$ cat src/rtl/audclk_pkg.sv
package audclk_pkg;

  // Decoded width of the ratio select.
  localparam int RATE_W = 2;
  // Largest half bit-clock period is 16 master cycles; the counter holds half-1.
  localparam int HALF_MAX = 16;
  localparam int DIV_W = $clog2(HALF_MAX);
  // Largest number of bit clocks per frame half is 32; counter holds count-1.
  localparam int SLOT_MAX = 32;
  localparam int SLOT_W = $clog2(SLOT_MAX);

  typedef enum logic [RATE_W-1:0] {
    MR_256   = 2'b00,
    MR_1024  = 2'b01,
    MR_512_A = 2'b10,
    MR_512_B = 2'b11
  } mrate_e;

  typedef struct packed {
    mrate_e rate;
    logic   wide;   // 1: 64 bit clocks per sample, 0: 32
  } clkcfg_t;

  // Half of the bit-clock period in master cycles, minus one.
  function automatic logic [DIV_W-1:0] half_m1(clkcfg_t c);
    logic [DIV_W:0] half;
    case (c.rate)
      MR_256:  half = (DIV_W+1)'(HALF_MAX / 4);
      MR_1024: half = (DIV_W+1)'(HALF_MAX);
      default: half = (DIV_W+1)'(HALF_MAX / 2);
    endcase
    if (c.wide) half = half >> 1;
    return DIV_W'(half - 1'b1);
  endfunction

  // Bit clocks in one frame-clock half period, minus one.
  function automatic logic [SLOT_W-1:0] slot_last(logic wide);
    return wide ? SLOT_W'(SLOT_MAX - 1) : SLOT_W'(SLOT_MAX / 2 - 1);
  endfunction

endpackage

$ cat src/rtl/audclk_mode_ctl.sv
module audclk_mode_ctl
  import audclk_pkg::*;
#(
  parameter int SEL_W = 4
) (
  input  logic             clk,
  input  logic             rst_n,
  input  logic [SEL_W-1:0] rate_sel,
  input  logic             wide_sel,
  input  logic             pll_en,
  input  logic             is_master,
  output clkcfg_t          cfg_q,
  output logic             clr
);

  clkcfg_t cfg_in;
  logic    mode_ok;
  logic    act_q;

  always_comb begin
    cfg_in.rate = mrate_e'(rate_sel[RATE_W-1:0]);
    cfg_in.wide = wide_sel;
  end

  // Bits above the decoded field carry no meaning in this mode.
  generate
    if (SEL_W > RATE_W) begin : g_hi_sel
      logic hi_sel_unused;
      assign hi_sel_unused = ^rate_sel[SEL_W-1:RATE_W];
    end
  endgenerate

  assign mode_ok = !pll_en && is_master;

  always_ff @(posedge clk or negedge rst_n) begin
    if (!rst_n) begin
      cfg_q <= '0;
      act_q <= 1'b0;
    end else begin
      cfg_q <= cfg_in;
      act_q <= mode_ok;
    end
  end

  // Hold everything cleared while idle; pulse a restart on entry or on a change.
  assign clr = !mode_ok || !act_q || (cfg_in != cfg_q);

endmodule

$ cat src/rtl/audclk_bclk_div.sv
module audclk_bclk_div
  import audclk_pkg::*;
(
  input  logic             clk,
  input  logic             rst_n,
  input  logic             clr,
  input  logic [DIV_W-1:0] half_m1,
  output logic             bclk,
  output logic             fall_now
);

  logic [DIV_W-1:0] cnt;
  logic             wrap;

  assign wrap     = (cnt == half_m1);
  assign fall_now = !clr && wrap && bclk;

  always_ff @(posedge clk or negedge rst_n) begin
    if (!rst_n) begin
      cnt  <= '0;
      bclk <= 1'b0;
    end else if (clr) begin
      cnt  <= '0;
      bclk <= 1'b0;
    end else if (wrap) begin
      cnt  <= '0;
      bclk <= ~bclk;
    end else begin
      cnt  <= cnt + 1'b1;
    end
  end

endmodule

$ cat src/rtl/audclk_frame_div.sv
module audclk_frame_div
  import audclk_pkg::*;
(
  input  logic              clk,
  input  logic              rst_n,
  input  logic              clr,
  input  logic              fall_now,
  input  logic [SLOT_W-1:0] last,
  output logic              fclk,
  output logic              fstart
);

  logic [SLOT_W-1:0] slot;
  logic              at_end;

  assign at_end = (slot == last);

  always_ff @(posedge clk or negedge rst_n) begin
    if (!rst_n) begin
      slot   <= '0;
      fclk   <= 1'b0;
      fstart <= 1'b0;
    end else if (clr) begin
      slot   <= '0;
      fclk   <= 1'b0;
      fstart <= 1'b0;
    end else begin
      // Left channel is the low level: mark the 1 -> 0 move.
      fstart <= fall_now && at_end && fclk;
      if (fall_now) begin
        if (at_end) begin
          slot <= '0;
          fclk <= ~fclk;
        end else begin
          slot <= slot + 1'b1;
        end
      end
    end
  end

endmodule

$ cat src/rtl/audclk_master_gen.sv
module audclk_master_gen
  import audclk_pkg::*;
#(
  parameter int SEL_W = 4
) (
  input  logic             mclk,
  input  logic             rst_n,
  input  logic [SEL_W-1:0] rate_sel,
  input  logic             bclk_sel,
  input  logic             pll_en,
  input  logic             is_master,
  output logic             bclk_o,
  output logic             fclk_o,
  output logic             frame_start_o
);

  clkcfg_t cfg_q;
  logic    clr;
  logic    fall_now;

  audclk_mode_ctl #(.SEL_W(SEL_W)) u_mode (
    .clk       (mclk),
    .rst_n     (rst_n),
    .rate_sel  (rate_sel),
    .wide_sel  (bclk_sel),
    .pll_en    (pll_en),
    .is_master (is_master),
    .cfg_q     (cfg_q),
    .clr       (clr)
  );

  audclk_bclk_div u_bdiv (
    .clk      (mclk),
    .rst_n    (rst_n),
    .clr      (clr),
    .half_m1  (half_m1(cfg_q)),
    .bclk     (bclk_o),
    .fall_now (fall_now)
  );

  audclk_frame_div u_fdiv (
    .clk      (mclk),
    .rst_n    (rst_n),
    .clr      (clr),
    .fall_now (fall_now),
    .last     (slot_last(cfg_q.wide)),
    .fclk     (fclk_o),
    .fstart   (frame_start_o)
  );

endmodule

$ cat config.mk
export PLATFORM = sky130hd
export DESIGN_NAME = audclk_master_gen
export DESIGN_NICKNAME = d
export VERILOG_FILES = /design/src/rtl/audclk_pkg.sv /design/src/rtl/audclk_mode_ctl.sv /design/src/rtl/audclk_bclk_div.sv /design/src/rtl/audclk_frame_div.sv /design/src/rtl/audclk_master_gen.sv
export SDC_FILE = /design/constraint.sdc
export NUM_CORES = 1
export LEC_CHECK = 0
export ABC_AREA = 1
export BUFFER_PORTS_ARGS = -buffer_cell sky130_fd_sc_hd__buf_2
export CAP_MARGIN = 20
export CORE_MARGIN = 2
export CORE_UTILIZATION = 35
export CTS_CLUSTER_SIZE = 8
export DETAILED_ROUTE_END_ITERATION = 7
export PLACE_DENSITY = 0.62
export SYNTH_ARGS = -nofsm -noshare
export SYNTH_HDL_FRONTEND = slang
export SYNTH_SLANG_ARGS = --single-unit
$ cat constraint.sdc
create_clock -name mclk -period 2 [get_ports mclk]
set_input_delay 0.4 -clock mclk [delete_from_list [all_inputs] [get_ports mclk]]
set_output_delay 0.4 -clock mclk [all_outputs]
set_load 0.01 [all_outputs]
# ---- After elaboration in Yosys (flattened, before gate mapping)
# Index checks and enable logic that the tools add are counted.
dict set report totals {
  inputBits 9
  register_bits 16
  out_inout_bits 3
}
dict set report classes {
  reduce_logical 16
  n_mux 14
  add_sub_neg 3
  bitwise 2
  eq_ne 4
}
# operator n
set ops {}
lappend ops {{$mux 5} 4}
lappend ops {{$mux 4} 3}
lappend ops {{$pmux 5 s2} 1}
lappend ops {{$mux 1} 6}
lappend ops {{$reduce_bool 2->1} 3}
lappend ops {{$add 5x1->5 const B} 1}
lappend ops {{$eq 5x5->1} 1}
lappend ops {{$logic_and 1x1->1} 5}
lappend ops {{$add 4x1->4 const B} 1}
lappend ops {{$eq 4x4->1} 1}
lappend ops {{$logic_not 1->1} 4}
lappend ops {{$sub 4x1->4 const B} 1}
lappend ops {{$ne 3x3->1} 1}
lappend ops {{$eq 2x1->1 const B} 1}
lappend ops {{$logic_not 2->1} 1}
lappend ops {{$logic_or 1x1->1} 2}
lappend ops {{$not 1->1} 2}
lappend ops {{$reduce_and 2->1} 1}

# ---- Longest topological paths before layout
dict set report logic_depth {
  word_depth 11
  mapped_depth 11
  depth_no_buf 11
}

# ---- Hierarchy
# From an unflattened synthesis, not the netlist that was laid out.
dict set report unflattened {
  cells_unflattened 145
  hier_area_um2 1006.0
}
# mod instances cells_each area_each_um2
set modules_own_cells {}
lappend modules_own_cells {audclk_frame_div 1 67 474.2}
lappend modules_own_cells {audclk_bclk_div 1 44 311.5}
lappend modules_own_cells {audclk_mode_ctl 1 25 181.4}
lappend modules_own_cells {audclk_master_gen 1 9 38.8}

# ---- Worst setup path after synthesis
# OpenSTA, ideal clock, no wires.
dict set report synth_timing {
  kind {reg-to-reg}
  start {reg u_mode.cfg_q[0] (netlist name)}
  end {reg u_fdiv.fclk}
  synth_period_minus_slack_ps 1362
  stages_incl_launch_ff 7
  arrival_ps 1245
  t_required_ps 1883
  path_buffers 0
  slack_ps 638
  cell_sequence {dfrtp_1 or2_1 a21oi_2 nand2_2 o21bai_4 nand3_1 nand2_1}
}
dict set report synth_via {
  elab_chain_len 7
  elab_cells_between_ends 14
  classes_between {1 x add/sub; 3 x eq/ne; 3 x mux; 7 x reduce/logical}
}
# element line_no
set synth_lines {}
lappend synth_lines {{$mux 4 / $ne 3x3->1 (equally long branches)} {audclk_pkg.sv:32, audclk_mode_ctl.sv:46}}
lappend synth_lines {{$sub 4x1->4 / $logic_or 1x1->1 (equally long branches)} {audclk_pkg.sv:33, audclk_mode_ctl.sv:46}}
lappend synth_lines {{$eq 4x4->1 / $logic_not 1->1 (equally long branches)} {audclk_bclk_div.sv:15, audclk_bclk_div.sv:16}}
lappend synth_lines {{$logic_and 1x1->1 (2 in series)} audclk_bclk_div.sv:16} ;# assign fall_now = !clr && wrap && bclk;
lappend synth_lines {{$reduce_bool 2->1 (no source line)} -}
lappend synth_lines {{$reduce_and 2->1 (no source line)} -}
lappend synth_lines {{end signal, assigned} audclk_frame_div.sv:33} ;# fclk <= ~fclk;
lappend synth_lines {{end, declared} audclk_frame_div.sv:9} ;# output logic fclk,
# Several ways; a longest one is shown, not always the timed one.
# A chain may end at the register's enable or synchronous reset.

# ---- Final worst setup path
dict set report layout_timing {
  start {reg u_mode.cfg_q[0] (netlist name)}
  end {reg u_fdiv.slot[1]}
}
dict set report layout_via {
  elab_chain_len 6
  elab_cells_between_ends 14
  classes_between {1 x add/sub; 3 x eq/ne; 5 x mux; 5 x reduce/logical}
}
# element line_no
set layout_lines {}
lappend layout_lines {{$mux 4 / $ne 3x3->1 (equally long branches)} {audclk_pkg.sv:32, audclk_mode_ctl.sv:46}}
lappend layout_lines {{$sub 4x1->4 / $logic_or 1x1->1 (equally long branches)} {audclk_pkg.sv:33, audclk_mode_ctl.sv:46}}
lappend layout_lines {{$eq 4x4->1 / $logic_not 1->1 (equally long branches)} {audclk_bclk_div.sv:15, audclk_bclk_div.sv:16}}
lappend layout_lines {{$logic_and 1x1->1 (2 in series)} audclk_bclk_div.sv:16}
lappend layout_lines {{$reduce_bool 2->1 (no source line)} -}
lappend layout_lines {{end signal, assigned} audclk_frame_div.sv:35} ;# slot <= slot + 1'b1;
lappend layout_lines {{end, declared} audclk_frame_div.sv:13} ;# logic [SLOT_W-1:0] slot;
# Several ways; a longest one is shown, not always the timed one. The select of a mux whose other input is x is not followed.

==> results.md <==
* Synthesis-to-layout area growth at 13.6%
* Tot GR Track Use at 12.6%
* Dpl hpwl at 1.18 mm
* Crit-path cells: or2_1 -> a21oi_2 -> nand2_2 -> clkinv_2 -> nand3_2 -> nand3_1 -> nand2_1
* Post-layout min period at 1580 ps
* ANT nets after route at 0
* Die Y at 53.5 um
* Worst-Margin Slew at 444 ps
* First-pass GRT wire length at 2.52 mm
* Yosys warnings at 0
* Initial drt markers at 17
* Crit share post-route at 78.8%
* Peak VDD IR at 0.000376 V
* Inserted Clock Buffers at 3
* Most frequent cells in the layout: nand2_1 (28), dfrtp_1 (16), inv_1 (13), nor2_1 (13), nand3_1 (11)
* CTS hold repair buffers at 0
* Syn nets at 119
* Worst Skew at around 0.34 ps
* Worst EP required at 2180 ps
* DR vias at 705
* Port bufs at 9
* Rows at 17
* Die area at 2860 um2
* PostCTS Resize Cnt at 0
* Power Density at 594 nW/um2
* Global placer's final weighted congestion at 0.756
* Number of global-route vias before repair at 610
* Setup repair bufs after CTS at 0
* TritonCTS clock tree: yes
* Hold WS at 17.9 ps
* Arrival time at the worst endpoint at 1760 ps
* Layout Nets at 133
* Critical path class: reg2reg
* Crit. End Element: flip-flop
* Sequential element share of the synthesized area at 46.7%
* Total Wirelength at approximately 1.6 mm
* Final Max Slew Viols at 0
* Yosys cell types at 21
* Static leakage at ~0.5 nW
* Cell area after synthesis at about 860 um2
* Antenna violations before repair at 0
* CTS Sinks at 16
* Core Region at 2250 um2
* Final core utilization at 43.2%
* DR pass1 iterations at 4
* Max Cap Viol at 0
* Hold Path Class: in2async
* Outcome: complete, no violations
* Commonest non-fill, non-tap cell in the layout: nand2_1
* Relative slew slack at a little over two thirds
* Place WS at 416 ps
* Register bit total from synthesis at 16
* Gate count of the mapped netlist at 108
* Slowest library cell on the worst path: dfrtp_1
* Share of layout cells above drive strength 1 at 18.2%
* CTS clock-pin slew for the worst setup and hold paths at 90 ps
* Fmax at 0.634 GHz
* Mapped Avg Cell Area at 7.94 um2
* Worst Slack Setup Final at 423 ps
* Final Setup Violations at 0
* DRC Markers at 0
* Max clock buf depth at 2
* CP max stage delay at about 470 ps
* Worst-skew pair later-pin latency at 280 ps
* Total congestion overflow at 0
* H-tree depth at 1
* Io pins at 12
* Vias/cell at around 4.7
* Initial Util at a little under two fifths
* CP Max Fanout at 9
* Root cell of the clock tree: clkbuf_4
* Ant diodes at 0
* Crit start category: flip-flop
* Final Hold Violating Endpoints at 0
* WL/cell at 10.5 um
* RSZ-0062 raised after global routing: no
* Final TNS setup at 0 ps
* Largest net degree at the start of global routing at 17
* Die W at between 50 and 60 um
* Power Total at 578 uW
[cell usage after synthesis, drive strengths merged]
cell | number | area share, %
nand4 | 2 | 1.5
xnor2 | 1 | 1.0
nand3 | 12 | 7.6
xor2 | 4 | 4.1
inv | 14 | 6.1
or2 | 1 | 0.73
o21ai | 4 | 2.3
nor2 | 14 | 6.4
nor3 | 2 | 1.2
ha | 2 | 2.9
a21oi | 3 | 2.2
o21bai | 1 | 2.2
nand2 | 31 | 14
clkinv | 1 | 0.58
dfrtp | 16 | 47
[report_power, final]
part,total (mW),switching (mW),internal (mW)
logic,0.0341,0.0220,0.0122
registers,0.333,0.00539,0.328
clock network,0.211,0.100,0.111
total,0.578,0.128,0.451
[area by class of cell]
type | instances | area, um2
clock buffers | 4 | 36.3
fillers | 238 | 1280
multi-input cells | 77 | 399
repair buffers | 9 | 45.0
inverters | 15 | 57.6
flip-flops and latches | 16 | 400
well taps | 28 | 35.0
[cells by family (layout without fill, tap and decap cells)]
logic type | Yosys count | count (layout) | synth area share, %
compound gates | 8 | 8 | 6.71
xor+xnor | 5 | 5 | 5.11
fa+ha+maj | 2 | 2 | 2.92
simple gates | 62 | 62 | 31.8
flops | 16 | 16 | 46.7
buf+inv | 15 | 28 | 6.71
[state kept, by name, indices dropped and copies added (netlist names)]
register and flops:
u_mode.act_q 1, u_fdiv.fstart 1, u_fdiv.slot 5, u_bdiv.cnt 4, u_mode.cfg_q 3, u_bdiv.bclk 1, u_fdiv.fclk 1
[worst paths after layout]
path	slack [ps]	endpoint	cells past startpoint	from
setup / recovery	420	u_fdiv.slot[1]	7	u_mode.cfg_q[0]
hold / removal	20	u_fdiv.slot[3]	1	rst_n
setup reg to reg	420	u_fdiv.slot[1]	7	u_mode.cfg_q[0]
hold reg to reg	500	u_bdiv.cnt[0]	1	u_bdiv.cnt[0]
max in group asynchronous	1710	u_fdiv.fclk	1	rst_n
min in group mclk	240	u_mode.cfg_q[2]	1	rate_sel[1]
[worst max-delay path, delay by kind of cell, from the launching register on]
kind	cells	cell delay (ps)
AO/OA/AOI/OAI	1	160
buffers and inverters	1	140
flip-flops	1	470
AND/OR/NAND/NOR	5	700
[metal layers]
metal	global-route usage, %	up-vias	wire, um
met5	0	-	0
met4	3.85	0	21
met3	5.08	2	54
met2	19.8	10	711
met1	15.6	326	783
li1	-	367	-
[through the flow]
step                      std cells  area (um2)
final                           149         973
after global routing            149         973
after detailed placement        145         937
after global placement          145         937
after CTS                       149         973
after floorplan                 108         857
No activity file was read; power rests on OpenSTA's default activity.
